**config.mk**
```make
export PLATFORM = sky130hd
export DESIGN_NAME = ros_secret_store
export DESIGN_NICKNAME = d
export VERILOG_FILES = /design/src/rtl/ros_pkg.sv /design/src/rtl/ros_addr_decode.sv /design/src/rtl/ros_fuse_bank.sv /design/src/rtl/ros_read_port.sv /design/src/rtl/ros_secret_store.sv
export SDC_FILE = /design/constraint.sdc
export NUM_CORES = 1
export LEC_CHECK = 0
export BUFFER_PORTS_ARGS = -buffer_cell sky130_fd_sc_hd__buf_2
export CAP_MARGIN = 20
export CORE_MARGIN = 2
export CORE_UTILIZATION = 46
export CTS_BUF_LIST = sky130_fd_sc_hd__clkbuf_8
export CTS_CLUSTER_SIZE = 24
export DETAILED_ROUTE_END_ITERATION = 8
export GPL_ROUTABILITY_DRIVEN = 0
export PLACE_DENSITY = 0.88
export SLEW_MARGIN = 0
export SYNTH_ARGS = -nofsm -noshare
export SYNTH_HDL_FRONTEND = slang
export SYNTH_HIERARCHICAL = 1
export SYNTH_SLANG_ARGS = --single-unit
export TNS_END_PERCENT = 10
```
**constraint.sdc**
```tcl
create_clock -name clk -period 2.57 [get_ports clk]
set_input_delay 0.1285 -clock clk [delete_from_list [all_inputs] [get_ports clk]]
set_output_delay 0.1285 -clock clk [all_outputs]
set_load 0.1 [all_outputs]
```
**src/rtl/ros_pkg.sv**
```systemverilog
`timescale 1ns/1ps
package ros_pkg;

  // Which region a word address falls into
  typedef enum logic [1:0] {
    SEL_NONE   = 2'd0,
    SEL_ID     = 2'd1,
    SEL_SECRET = 2'd2
  } ros_sel_e;

  // Number of identification words (two names, one version)
  localparam int ID_WORDS = 3;

endpackage

```
**src/rtl/ros_addr_decode.sv**
```systemverilog
`timescale 1ns/1ps
module ros_addr_decode
  import ros_pkg::*;
#(
  parameter int ADDR_W   = 8,
  parameter int WORDS    = 8,
  parameter int ID_BASE  = 0,
  parameter int SEC_BASE = 16,
  localparam int IDX_W   = (WORDS > 1) ? $clog2(WORDS) : 1
) (
  input  logic [ADDR_W-1:0] addr_i,
  output ros_sel_e          sel_o,
  output logic [1:0]        id_idx_o,
  output logic [IDX_W-1:0]  sec_idx_o
);

  localparam logic [ADDR_W:0] ID_BASE_X  = (ADDR_W+1)'(ID_BASE);
  localparam logic [ADDR_W:0] SEC_BASE_X = (ADDR_W+1)'(SEC_BASE);

  logic [ADDR_W:0] id_off;
  logic [ADDR_W:0] sec_off;

  // Offsets into each region; the extra bit makes an address below a base
  // wrap to a large value that fails the range compare.
  assign id_off  = {1'b0, addr_i} - ID_BASE_X;
  assign sec_off = {1'b0, addr_i} - SEC_BASE_X;

  always_comb begin
    sel_o     = SEL_NONE;
    id_idx_o  = id_off[1:0];
    sec_idx_o = sec_off[IDX_W-1:0];
    if (sec_off < (ADDR_W+1)'(WORDS)) begin
      sel_o = SEL_SECRET;
    end else if (id_off < (ADDR_W+1)'(ID_WORDS)) begin
      sel_o = SEL_ID;
    end
  end

endmodule

```
**src/rtl/ros_fuse_bank.sv**
```systemverilog
`timescale 1ns/1ps
module ros_fuse_bank #(
  parameter int WORDS  = 8,
  localparam int IDX_W = (WORDS > 1) ? $clog2(WORDS) : 1
) (
  input  logic             clk,
  input  logic             rst,
  input  logic             burn_i,
  input  logic [IDX_W-1:0] burn_idx_i,
  input  logic             app_mode_i,
  output logic [WORDS-1:0] consumed_o
);

  logic [WORDS-1:0] consumed_q;

  // One sticky mark per secret word, set by its first visible read
  for (genvar i = 0; i < WORDS; i++) begin : g_mark
    always_ff @(posedge clk) begin
      if (rst) begin
        consumed_q[i] <= 1'b0;
      end else if (burn_i && (burn_idx_i == IDX_W'(i))) begin
        consumed_q[i] <= 1'b1;
      end
    end

    AST_MARK_STICKY: assert property (@(posedge clk) disable iff (rst)
      consumed_q[i] |=> consumed_q[i]);
  end

  assign consumed_o = consumed_q;

  AST_ONE_BURN_PER_CYCLE: assert property (@(posedge clk) disable iff (rst)
    1'b1 |=> $countones(consumed_q & ~$past(consumed_q)) <= 1);

  AST_APP_NO_BURN: assert property (@(posedge clk) disable iff (rst)
    app_mode_i |=> consumed_q == $past(consumed_q));

endmodule

```
**src/rtl/ros_read_port.sv**
```systemverilog
`timescale 1ns/1ps
module ros_read_port
  import ros_pkg::*;
#(
  parameter int                      DATA_W  = 32,
  parameter int                      WORDS   = 8,
  parameter logic [DATA_W-1:0]       NAME0   = 32'h7365_6b72,
  parameter logic [DATA_W-1:0]       NAME1   = 32'h6f6e_6365,
  parameter logic [DATA_W-1:0]       VERSION = 32'h0000_0001,
  parameter logic [DATA_W*WORDS-1:0] SECRET  = '0,
  localparam int IDX_W = (WORDS > 1) ? $clog2(WORDS) : 1
) (
  input  logic              clk,
  input  logic              rst,
  input  logic              fire_i,
  input  logic              app_mode_i,
  input  ros_sel_e          sel_i,
  input  logic [1:0]        id_idx_i,
  input  logic [IDX_W-1:0]  sec_idx_i,
  input  logic [WORDS-1:0]  consumed_i,
  output logic [DATA_W-1:0] rdata_o,
  output logic              rdy_o
);

  logic [DATA_W-1:0] sec_words [WORDS];
  logic [DATA_W-1:0] id_word;
  logic [DATA_W-1:0] sec_word;
  logic [DATA_W-1:0] next_word;
  logic [DATA_W-1:0] rdata_q;
  logic              rdy_q;

  for (genvar k = 0; k < WORDS; k++) begin : g_unpack
    assign sec_words[k] = SECRET[DATA_W*k +: DATA_W];
  end

  always_comb begin
    unique case (id_idx_i)
      2'd0:    id_word = NAME0;
      2'd1:    id_word = NAME1;
      2'd2:    id_word = VERSION;
      default: id_word = '0;
    endcase
  end

  // A consumed word is blanked before it reaches the output register
  assign sec_word = consumed_i[sec_idx_i] ? '0 : sec_words[sec_idx_i];

  always_comb begin
    next_word = '0;
    if (!app_mode_i) begin
      unique case (sel_i)
        SEL_ID:     next_word = id_word;
        SEL_SECRET: next_word = sec_word;
        default:    next_word = '0;
      endcase
    end
  end

  always_ff @(posedge clk) begin
    if (rst) begin
      rdata_q <= '0;
      rdy_q   <= 1'b0;
    end else begin
      rdata_q <= fire_i ? next_word : '0;
      rdy_q   <= fire_i;
    end
  end

  assign rdata_o = rdata_q;
  assign rdy_o   = rdy_q;

  AST_IDLE_DATA_ZERO: assert property (@(posedge clk) disable iff (rst)
    !rdy_q |-> rdata_q == '0);

  AST_READY_ONE_SHOT: assert property (@(posedge clk) disable iff (rst)
    !fire_i |=> !rdy_q);

  AST_BLANK_CONSUMED: assert property (@(posedge clk) disable iff (rst)
    (fire_i && sel_i == SEL_SECRET && consumed_i[sec_idx_i]) |=> rdata_q == '0);

endmodule

```
**src/rtl/ros_secret_store.sv**
```systemverilog
`timescale 1ns/1ps
module ros_secret_store
  import ros_pkg::*;
#(
  parameter int                      DATA_W   = 32,
  parameter int                      WORDS    = 8,
  parameter int                      ADDR_W   = 8,
  parameter int                      ID_BASE  = 0,
  parameter int                      SEC_BASE = 16,
  parameter logic [DATA_W-1:0]       NAME0    = 32'h7365_6b72,
  parameter logic [DATA_W-1:0]       NAME1    = 32'h6f6e_6365,
  parameter logic [DATA_W-1:0]       VERSION  = 32'h0000_0001,
  parameter logic [DATA_W*WORDS-1:0] SECRET   = '0
) (
  input  logic              clk,
  input  logic              rst,
  input  logic              cs_i,
  input  logic              rd_i,
  input  logic              wr_i,
  input  logic [ADDR_W-1:0] addr_i,
  input  logic              app_mode_i,
  output logic [DATA_W-1:0] rdata_o,
  output logic              rdy_o
);

  localparam int IDX_W = (WORDS > 1) ? $clog2(WORDS) : 1;

  ros_sel_e         sel;
  logic [1:0]       id_idx;
  logic [IDX_W-1:0] sec_idx;
  logic [WORDS-1:0] consumed;
  logic             fire;
  logic             burn;
  logic             write_only;

  assign fire       = cs_i && rd_i;
  assign burn       = fire && !app_mode_i && (sel == SEL_SECRET);
  assign write_only = cs_i && wr_i && !rd_i;

  ros_addr_decode #(
    .ADDR_W   (ADDR_W),
    .WORDS    (WORDS),
    .ID_BASE  (ID_BASE),
    .SEC_BASE (SEC_BASE)
  ) i_decode (
    .addr_i    (addr_i),
    .sel_o     (sel),
    .id_idx_o  (id_idx),
    .sec_idx_o (sec_idx)
  );

  ros_fuse_bank #(
    .WORDS (WORDS)
  ) i_fuses (
    .clk        (clk),
    .rst        (rst),
    .burn_i     (burn),
    .burn_idx_i (sec_idx),
    .app_mode_i (app_mode_i),
    .consumed_o (consumed)
  );

  ros_read_port #(
    .DATA_W  (DATA_W),
    .WORDS   (WORDS),
    .NAME0   (NAME0),
    .NAME1   (NAME1),
    .VERSION (VERSION),
    .SECRET  (SECRET)
  ) i_port (
    .clk        (clk),
    .rst        (rst),
    .fire_i     (fire),
    .app_mode_i (app_mode_i),
    .sel_i      (sel),
    .id_idx_i   (id_idx),
    .sec_idx_i  (sec_idx),
    .consumed_i (consumed),
    .rdata_o    (rdata_o),
    .rdy_o      (rdy_o)
  );

  AST_READY_AFTER_READ: assert property (@(posedge clk) disable iff (rst)
    (cs_i && rd_i) |=> rdy_o);

  AST_APP_READS_ZERO: assert property (@(posedge clk) disable iff (rst)
    (cs_i && rd_i && app_mode_i) |=> rdata_o == '0);

  AST_WRITE_NO_READY: assert property (@(posedge clk) disable iff (rst)
    write_only |=> !rdy_o);

  AST_WRITE_NO_BURN: assert property (@(posedge clk) disable iff (rst)
    write_only |=> consumed == $past(consumed));

  AST_RESET_QUIET: assert property (@(posedge clk)
    $past(rst) |-> (!rdy_o && rdata_o == '0));

endmodule

```
Word level (Yosys, flattened, before mapping)
Memories as Yosys holds them, arrays and structs flattened.
Index checks and enable logic that the tools add are counted.
{"block": "op_classes", "magnitude_cmp": 4, "bitwise_logic": 2, "mux": 9, "add_sub_neg": 1, "n_eq_ne": 11, "n_reduce_logical": 15}
{"op": "2-to-1 mux 32 bit", "n": 3}
{"op": "one-hot mux 31 bit (3 select lines)", "n": 1}
{"op": "one-hot mux 32 bit (2 select lines)", "n": 1}
{"op": "equality test 3 bit (second input constant)", "n": 4}
{"op": "logical AND 1 bit", "n": 11}
{"op": "less-than comparator 9 x 4 -> 1 bit (second input constant)", "n": 1}
{"op": "subtractor 8 x 5 -> 9 bit (second input constant)", "n": 1}
{"op": "less-than comparator 8 x 2 -> 1 bit (second input constant)", "n": 1}
{"op": "equality test 3 x 2 -> 1 bit (second input constant)", "n": 2}
{"op": "equality test 2 x 1 -> 1 bit (second input constant)", "n": 2}
{"op": "equality test 2 bit (second input constant)", "n": 2}
{"op": "greater-or-equal comparator 4 bit (second input constant)", "n": 1}
{"op": "less-than comparator 3 x 4 -> 1 bit (second input constant)", "n": 1}
{"op": "NOT 3 -> 4 bit", "n": 1}
{"op": "binary-select mux 1 bit (select 3 bit)", "n": 1}
{"op": "equality test 3 x 1 -> 1 bit (second input constant)", "n": 1}
{"op": "logical NOT 3 bit", "n": 1}
{"op": "OR reduction 3 bit", "n": 1}
{"op": "logical NOT 2 bit", "n": 1}
{"op": "2-to-1 mux 1 bit", "n": 2}
{"op": "2-to-1 mux 2 bit", "n": 1}
{"op": "logical NOT 1 bit", "n": 1}
{"op": "NOT 1 bit", "n": 1}
{"block": "totals", "ff_bits": 41, "mem_bits_ro": 256, "inputBits": 14, "memories": 1, "out_inout_bits": 33, "wordCells": 53}
{"name": "(no name shown)", "depth": 8, "word_bits": 32, "rd": 1, "rd_ports_with_merged_regs": 0, "write_ports": 0, "line": "ros_read_port.sv:46", "rtl": "assign sec_word = consumed_i[sec_idx_i] ? '0 : sec_words[sec_idx_i];"}

Logic depth before layout (Yosys ltp)
{"block": "depth", "word_depth": 7, "ltp_mapped": 6, "mapped_depth_nobuf": 6}

Hierarchy
The synthesis kept the hierarchy.
{"mod": "ros_read_port", "area_per_inst_um2": 417.9, "instances": 1, "cells_each": 45, "seq_area_each_um2": 100.1}
{"mod": "ros_fuse_bank", "area_per_inst_um2": 307.8, "instances": 1, "cells_each": 32, "seq_area_each_um2": 160.2}
{"mod": "ros_addr_decode", "area_per_inst_um2": 116.4, "instances": 1, "cells_each": 15, "seq_area_each_um2": 0.0}
{"mod": "ros_secret_store", "area_per_inst_um2": 18.8, "instances": 1, "cells_each": 3, "seq_area_each_um2": 0.0}

Worst setup path after synthesis
No wires, ideal clock.
{"block": "synth_timing", "path_kind": "in2reg", "start": "input port addr_i[4]", "end": "register i_fuses.consumed_q[0] (netlist: i_fuses/consumed_o[0])", "setup_time_ps": 70, "cell_stages": 7, "path_slack_ps": 690, "t_arrival_ps": 1810, "required_ps": 2500, "path_buffers": 0, "cell_sequence": "inv_1 > ha_1 > nand2_1 > nor4_1 > and3_1 > or4b_1 > a21oi_1"}
{"block": "synth_between", "elab_chain_cells": 6, "word_cells_on_any_way": 8, "cone_classes": "add/sub: 1; order compare: 2; eq/ne: 1; mux: 2; reduce/logical: 2"}
{"element": "start: declaration", "line": "ros_secret_store.sv:20", "rtl": "input logic [ADDR_W-1:0] addr_i,"}
{"element": "subtractor 8 x 5 -> 9 bit", "line": "ros_addr_decode.sv:26", "rtl": "assign sec_off = {1'b0, addr_i} - SEC_BASE_X;"}
{"element": "less-than comparator 9 x 4 -> 1 bit", "line": "ros_addr_decode.sv:32", "rtl": "if (sec_off < (ADDR_W+1)'(WORDS)) begin"}
{"element": "2-to-1 mux 2 bit", "line": "ros_addr_decode.sv:32"}
{"element": "via sel[1]", "line": "ros_secret_store.sv:28", "rtl": "ros_sel_e sel;"}
{"element": "equality test 2 bit", "line": "ros_secret_store.sv:37", "rtl": "assign burn = fire && !app_mode_i && (sel == SEL_SECRET);"}
{"element": "logical AND 1 bit", "line": "ros_secret_store.sv:37"}
{"element": "via burn", "line": "ros_secret_store.sv:33", "rtl": "logic burn;"}
{"element": "logical AND 1 bit", "line": "ros_fuse_bank.sv:21", "rtl": "end else if (burn_i && (burn_idx_i == IDX_W'(i))) begin"}
{"element": "end signal: indexed assignment", "line": "ros_fuse_bank.sv:20", "rtl": "consumed_q[i] <= 1'b0;"}
{"element": "end signal: indexed assignment", "line": "ros_fuse_bank.sv:22", "rtl": "consumed_q[i] <= 1'b1;"}
{"element": "end: declaration", "line": "ros_fuse_bank.sv:14", "rtl": "logic [WORDS-1:0] consumed_q;"}
The timed path passes the listed nets, and every way through them passes these cells.
A chain may end at the register's enable or synchronous reset.

==> run summary <==
The run finished with clean final reports. The buffer count from post-CTS setup fixing came out at 0. The remaining global-route overflow is 0.

The global-route wire length before repair is 890 µm. In this run the count of I/O pins placed on the die edge is 47. The detailed placer's ending HPWL came out at 589 µm. The wire length per cell after detailed routing is 7.07 µm.

The number of buffers created by CTS is 3. The critical path required time came out at 2.44 ns. The remaining number of nets flagged by the antenna check after routing is 0. The number of warning messages in the yosys log is 6. The hold-fix buffer count after cts came out at 0. The leakage power came out at 0.398 nW. The iteration count of the initial detailed-routing pass came out at 2. The cell family contributing the most delay on the critical path is buffers and inverters. The peak ir drop on the vdd network came out at 0.000244 V. After routing, the total negative slack on setup checks comes to 0 ns. Row generation in the floorplan step produced 12 rows. The worst setup path is of the flip-flop to primary output kind.

The period utilization is 49.9%. The master of the slowest instance on the critical path is buf_2. The element type at the critical path start is a flip-flop. The CTS sink count is 5. The global-route total usage across every layer came out at 9.26%. The fraction of final layout cells with drive strength greater than 1 is 56.6%. The number of gates resized after CTS was 0. The number of hold-slack violations in the final timing report was 0. Data on the critical path arrives at its endpoint at 1.15 ns. The post-synthesis area per instance is 8.97 µm². The total via count after detailed routing came out at 361. The tightest min-delay check is of the primary input to flip-flop type. The core box area is 1080 µm². The maximum operating frequency is 0.780 GHz.

The initial core utilization is 48.1%. The number of global-route vias before repair is 239. In this run the power density over the cells is 523 nW/µm². The H-tree depth is 1. The number of buffers added on ports is 37. Measured along the x axis, the die boundary spans 37.6 µm.

The worst-path maximum fanout is 13. The worst-case clock buffer depth came out at 2. The floorplan die area is 1420 µm². The critical path goes through buf_2. TritonCTS built the clock tree. After clock tree synthesis, the clock-pin slew on the worst setup and hold paths is 0.03 ns. The final critical-path required period came out at 1.28 ns. Setup repair after global routing left no endpoint under its margin.

The setup slack at placement is 1.09 ns. The detailed-route wire length is 636 µm. The sum of buffers and inverters on the critical path came out at 1.

The initial antenna violation count is 0. The number of antenna diodes in the final layout is 0. The die outline height came out at 37.6 µm. The count of maximum capacitance violations is 0.

For this block, the initial DRC count from the detailed router was 1. At the end of the flow, the number of nets in the layout was 96. The ratio of routed vias to standard cells came out at 4.01. STA classifies the critical path endpoint as a primary output. The largest stage delay on the critical path came out at 0.48 ns. The setup violation total in the final timing report came out at 0. Entering global routing, the biggest net connects 14 pins.

The relative area change from synthesis to final layout came out at 9.38%. The number of max-slew violations in the final report came to 0. The area of the mapped netlist is 520 µm². The post-layout worst setup margin came out at 1.29 ns. CTS placed an instance of clkbuf_8 at the clock tree root. The cell count after synthesis came out at 58. The post-detailed-route DRC marker count is 0.
-- power by group --
part | total, mW | internal (mW) | switching (mW)
clock network | 0.134 | 0.102 | 0.0324
registers | 0.0789 | 0.0788 | 0.000163
logic | 0.0848 | 0.0143 | 0.0705
total | 0.298 | 0.195 | 0.103
-- routing by layer --
metal | global-route usage, % | wire, µm | share of wire (%) | up-vias
li1 | - | - | - | 183
met1 | 10.4 | 195 | 31 | 151
met2 | 14.7 | 345 | 54 | 25
met3 | 0 | 72 | 11 | 2
met4 | 10.7 | 23 | 3.6 | 0
met5 | 0 | 0 | 0 | -
-- cell usage in the layout, fill, tap and decap left out, drive strengths merged --
cell      n
and3      3
nor2b     1
nor4b     1
dfxtp     5
nand2     1
nor4      1
ha        5
inv       6
clkbuf    3
buf      37
and2      1
a2111oi   1
xor2      1
a211o     1
o211a     1
conb      8
-- cell type report --
cell class                      instances  area [µm²]
Multi-Input combinational cell         25         203
Clock buffer                            3        41.3
Fill cell                             108         512
Tap cell                               14        17.5
Inverter                                5        18.8
Clock inverter                          1        3.75
Timing Repair Buffer                   37         185
Sequential cell                         5         100
-- flip-flops by register name, indices dropped and copies added (netlist names) --
name and flops:
i_port/rdy_o 1, i_port/rdata_o 4
-- per-stage QoR --
step | power [mW] | area (µm²) | std cells | util [%] | hold WS, ns
after floorplan | 0.163 | 547 | 65 | - | 0.234
after global placement | 0.164 | 524 | 86 | 48.5 | 0.330
after detailed placement | 0.165 | 524 | 86 | 48.5 | 0.334
after CTS | 0.301 | 569 | 90 | 52.7 | 0.111
after global routing | 0.313 | 569 | 90 | 52.7 | 0.128
final | 0.298 | 569 | 90 | 52.7 | 0.111
-- worst paths after layout --
| check | from | to | slack (ns) | cells past startpoint |
|---|---|---|---|---|
| hold / removal | rst | i_port/rdy_o | 0.11 | 2 |
| setup / recovery | i_port/rdata_o[29] | rdata_o[6] | 1.29 | 1 |
(Power assumes the default switching activity.)
